===== src/rtl/addr_sel_pkg.sv =====
package addr_sel_pkg;
  localparam int ADDR_W = 48;
  localparam int CODE_W = 3;

  typedef enum logic [CODE_W-1:0] {
    MIX_AA = 3'd0,
    MIX_AB = 3'd1,
    MIX_BA = 3'd2,
    MIX_BB = 3'd3,
    MIX_DS = 3'd4
  } mix_code_e;

  localparam logic [CODE_W-1:0] LAST_LEGAL = CODE_W'(MIX_DS);
endpackage


===== src/rtl/ra_hold.sv =====
module ra_hold #(
  parameter int AW = addr_sel_pkg::ADDR_W
) (
  input  logic          clk,
  input  logic          rst,
  input  logic          take,
  input  logic          first,
  input  logic          steer_b,
  input  logic [AW-1:0] addr_b,
  input  logic [AW-1:0] addr_da,
  output logic [AW-1:0] ra
);
  logic held_b;
  logic eff_b;

  // A new steering decision is taken only on the first MSDU of an MPDU.
  assign eff_b = (take && first) ? steer_b : held_b;
  assign ra    = eff_b ? addr_b : addr_da;

  always_ff @(posedge clk) begin
    if (rst)                 held_b <= 1'b0;
    else if (take && first)  held_b <= steer_b;
  end
endmodule


===== src/rtl/ad34_mux.sv =====
module ad34_mux
  import addr_sel_pkg::*;
#(
  parameter int AW = ADDR_W,
  parameter int CW = CODE_W
) (
  input  logic [CW-1:0] code,
  input  logic          four,
  input  logic [AW-1:0] addr_a,
  input  logic [AW-1:0] addr_b,
  input  logic [AW-1:0] addr_da,
  input  logic [AW-1:0] addr_sa,
  output logic [AW-1:0] ad3,
  output logic [AW-1:0] ad4,
  output logic          bad
);
  logic [AW-1:0] ad4_raw;

  assign bad = (code > LAST_LEGAL);

  always_comb begin
    unique case (code)
      CW'(MIX_AA): begin ad3 = addr_a;  ad4_raw = addr_a;  end
      CW'(MIX_AB): begin ad3 = addr_a;  ad4_raw = addr_b;  end
      CW'(MIX_BA): begin ad3 = addr_b;  ad4_raw = addr_a;  end
      CW'(MIX_BB): begin ad3 = addr_b;  ad4_raw = addr_b;  end
      default:     begin ad3 = addr_da; ad4_raw = addr_sa; end
    endcase
  end

  assign ad4 = four ? ad4_raw : '0;
endmodule


===== src/rtl/mpdu_addr_select.sv =====
module mpdu_addr_select
  import addr_sel_pkg::*;
#(
  parameter int AW = ADDR_W,
  parameter int CW = CODE_W
) (
  input  logic          clk,
  input  logic          rst,
  input  logic          msdu_start,
  input  logic          mpdu_first,
  input  logic          use_b,
  input  logic          user_4a,
  input  logic          frame_4a,
  input  logic [CW-1:0] sel_code,
  input  logic [AW-1:0] peer_a,
  input  logic [AW-1:0] peer_b,
  input  logic [AW-1:0] ta,
  input  logic [AW-1:0] da,
  input  logic [AW-1:0] sa,
  output logic [AW-1:0] ad1,
  output logic [AW-1:0] ad2,
  output logic [AW-1:0] ad3,
  output logic [AW-1:0] ad4,
  output logic          four_addr,
  output logic          sel_illegal
);
  logic [AW-1:0] ra_n, ad3_n, ad4_n;
  logic          four_n, bad_n;

  assign four_n = user_4a | frame_4a;

  ra_hold #(.AW(AW)) u_ra (
    .clk(clk), .rst(rst), .take(msdu_start), .first(mpdu_first),
    .steer_b(use_b), .addr_b(peer_b), .addr_da(da), .ra(ra_n)
  );

  ad34_mux #(.AW(AW), .CW(CW)) u_mix (
    .code(sel_code), .four(four_n), .addr_a(peer_a), .addr_b(peer_b),
    .addr_da(da), .addr_sa(sa), .ad3(ad3_n), .ad4(ad4_n), .bad(bad_n)
  );

  always_ff @(posedge clk) begin
    if (rst) begin
      ad1 <= '0; ad2 <= '0; ad3 <= '0; ad4 <= '0;
      four_addr   <= 1'b0;
      sel_illegal <= 1'b0;
    end else begin
      sel_illegal <= msdu_start & bad_n;
      if (msdu_start) begin
        ad1       <= ra_n;
        ad2       <= ta;
        ad3       <= ad3_n;
        ad4       <= ad4_n;
        four_addr <= four_n;
      end
    end
  end
endmodule


===== config.mk =====
export PLATFORM = sky130hd
export DESIGN_NAME = mpdu_addr_select
export DESIGN_NICKNAME = d
export VERILOG_FILES = /design/src/rtl/addr_sel_pkg.sv /design/src/rtl/ra_hold.sv /design/src/rtl/ad34_mux.sv /design/src/rtl/mpdu_addr_select.sv
export SDC_FILE = /design/constraint.sdc
export NUM_CORES = 1
export LEC_CHECK = 0
export BUFFER_PORTS_ARGS = -buffer_cell sky130_fd_sc_hd__buf_2
export CAP_MARGIN = 20
export CORE_AREA = 2 2 175 177
export CTS_CLUSTER_SIZE = 40
export DETAILED_ROUTE_END_ITERATION = 6
export DIE_AREA = 0 0 177 179
export PLACE_DENSITY_LB_ADDON = 0.2
export SYNTH_ARGS = -nofsm -noshare
export SYNTH_HDL_FRONTEND = slang
export SYNTH_SLANG_ARGS = --single-unit

===== constraint.sdc =====
create_clock -name clk -period 1.7 [get_ports clk]
set_clock_uncertainty 0.1 [all_clocks]
set_input_delay 0.51 -clock clk [delete_from_list [all_inputs] [get_ports clk]]
set_output_delay 0.51 -clock clk [all_outputs]
set_load 0.02 [all_outputs]

==> metrics.yaml <==
ys_seq_area_frac: 0.429
crit_family: "flip-flops"
cp_num_cells: 1
r2r_cells: 4
slowest_stage: "dfxtp_1"
netlist_area_mm2: 0.00910
max_stage_delay_ns: 0.37
fmax_mhz: 616
numPortBuffers: 443
setup_viol: 0
cts_hold_buf: 0
synthAdderAreaFrac: 0
vias: 9270
cp_cell_sequence: "buf_2"
rsz0062_at_grt: "false"
syn_inst: 1030
cts_tree: "built"
synth_warnings: 0
finalCriticalPeriod_ns: 1.62
cp_max_fo: 2
overflow: 0
synth_xor_area_frac: 0
crit_type: "reg2out"
power.internal_uw: 8130
coreArea_mm2: 0.0300
dpl_cell_area_mm2: 0.0121
clk_pin_slew_ns: 0.08
cts.sinks: 195
die_w_um: 177
synth_area_per_cell_um2: 8.84
fin_area_mm2: 0.0127
drive_above_1_share: 0.366
grt_start_max_net_pins: 82
met2_usage: 0.357
area_delta_synth_final_pct: 39.8
insertion_delay_ns: 0.45
drc: 0
postSynthRegisterBits: 195
antenna_left: 0
netSwitchingFraction: 0.309
grt_pass1_vias: 9032
cts_made_buffers: 17
power_frac_comb: 0.211
status: "completed"
finish.utilization: 0.424
nNetsFinal: 1692
die_h_um: 179
timing.hold.ws_ns: 0.191
reg2reg_to: "ad1[17]"
dp_hpwl_um: 24900
gp_congestion: 0.836
boundaryPins: 444
vias_per_cell: 5.00
cp.arrival_ns: 1.01
use_met1: 0.257
cts_root_buf: "clkbuf_16"
h-tree-depth: 4
p_switching_uw: 3640
synth.net_count: 1280
grt_util_met3: 0.0589
relSlewSlack: 0.730
grt_pass1_wl_um: 51100
endpoint: "ad2[47]"
hold_viol_final: 0
rrSetupSlack_ns: 0.35
crit_path_start_kind: "register"
cp_num_buf_inv: 1
drtPass1Iterations: 5
tightest_slew_ns: 0.406
drv_cap: 0
grt.busiest_layer: "met2"
cp-startpoint: "ad2[47]"
p_leak_uw: 0.00601
wl_um: 34400
r2r-start: "u_ra.held_b"
fin_tns_setup_ns: 0
peakVddDrop_mv: 0.547
required_ns: 1.09
dieArea_mm2: 0.0317
endpoint_kind: "output port"
clkPwrFrac: 0.362
cts.path.max_buffers: 2
synthDistinctLibCells: 19
synth_compound_area_frac: 0.205
maxSlewViolCount: 0
drt-wirelength-per-cell_um: 18.6
pwr-share-seq: 0.428
drt_iter0_markers: 401
synthSimpleGateAreaFrac: 0.203
muxShareOfSynthArea: 0.109
cts_setup_buffers: 0
num_rows: 64
track_usage: 0.209
power_density_mw_per_mm2: 925
synth_top_family_by_area: "compound AO/OA/AOI/OAI gates"
post_cts_resized: 0
period_share: 0.954
hold_class: "in2reg"
start_util: 0.303
antenna_found_initial: 3
logic make-up (layout without fill, tap and decap cells):
| logic type | Yosys count | in the layout |
|---|---|---|
| AND/OR/NAND/NOR | 393 | 393 |
| AO/OA/AOI/OAI | 241 | 241 |
| flip-flops | 195 | 195 |
| buffers and inverters | 102 | 527 |
| multiplexers | 99 | 99 |
| other | 0 | 2 |
placed cells by master, fill, tap and decap left out, types with 2 or more instances in the layout:
cell type	n
a211oi_1	49
a22o_1	48
a311oi_1	48
buf_12	30
buf_2	438
buf_4	26
bufinv_16	2
clkbuf_16	17
clkinv_2	3
clkinv_4	2
dfxtp_1	195
diode_2	2
inv_6	5
inv_8	2
mux2i_1	97
nand2_1	145
nand2b_1	48
nor2_1	100
nor2_4	2
nor2b_1	96
o21ai_0	48
o32ai_1	48
power by group through the flow:
stage               Clock, µW  Sequential (µW)  Combinational (µW)
floorplan                   0             5500                 986
CTS                      4390             5030                2500
detailed placement          0             5130                2500
global placement            0             5130                2480
finish                   4260             5030                2480
global route             4530             5070                2700
sequential cells by signal, indices dropped and copies added, names as in the netlist:
signal	count
ad1	48
four_addr	1
sel_illegal	1
ad3	48
ad4	48
ad2	48
u_ra.held_b	1
routing by layer:
metal / up-vias / share of wire / wire length (µm)
li1: 4490 / - / -
met4: 2 / 0.015 / 525
met2: 363 / 0.48 / 16600
met1: 4383 / 0.42 / 14600
met3: 32 / 0.078 / 2670
met5: - / 0.00038 / 13
how the worst min path moves through the flow:
stage / startpoint / endpoint / slack, ns / depth (start not counted)
floorplan: u_ra.held_b / u_ra.held_b / 0.39 / 2
global placement: ad4[46] / ad4[46] / 0.36 / 1
detailed placement: ad4[37] / ad4[37] / 0.36 / 1
CTS: ta[11] / ad2[11] / 0.17 / 3
global route: ta[43] / ad2[43] / 0.18 / 3
finish: ta[16] / ad2[16] / 0.19 / 3
through the flow:
| stage | cells | setup slack (ns) | power (µW) |
|---|---|---|---|
| final | 1853 | 0.0778 | 11800 |
| after floorplan | 1030 | 0.0628 | 6490 |
| after detailed placement | 1819 | -0.0483 | 7630 |
| after CTS | 1851 | 0.0470 | 11900 |
| after global routing | 1852 | 0.0405 | 12300 |
| after global placement | 1819 | -0.0222 | 7610 |
final cells by class:
type / count / area (µm²)
Tap cell: 396 / 495
Multi-Input combinational cell: 733 / 4740
Fill cell: 3047 / 17300
Timing Repair Buffer: 495 / 3000
Antenna cell: 2 / 5.00
Sequential cell: 195 / 3900
Clock buffer: 17 / 425
Clock inverter: 15 / 166
synthesized netlist by cell type, drive strengths merged:
cell,count,area (µm²)
a311oi,48,420
o21ai,48,240
buf,57,323
clkbuf,45,169
nand2,145,544
a211oi,49,368
a22o,48,420
o32ai,48,420
mux2i,98,981
nor3b,1,7.51
nor2b,96,601
nor2,102,385
dfxtp,195,3900
nand2b,49,307
mux2,1,15.0
Note: power is estimated with default switching activity, not from simulation.
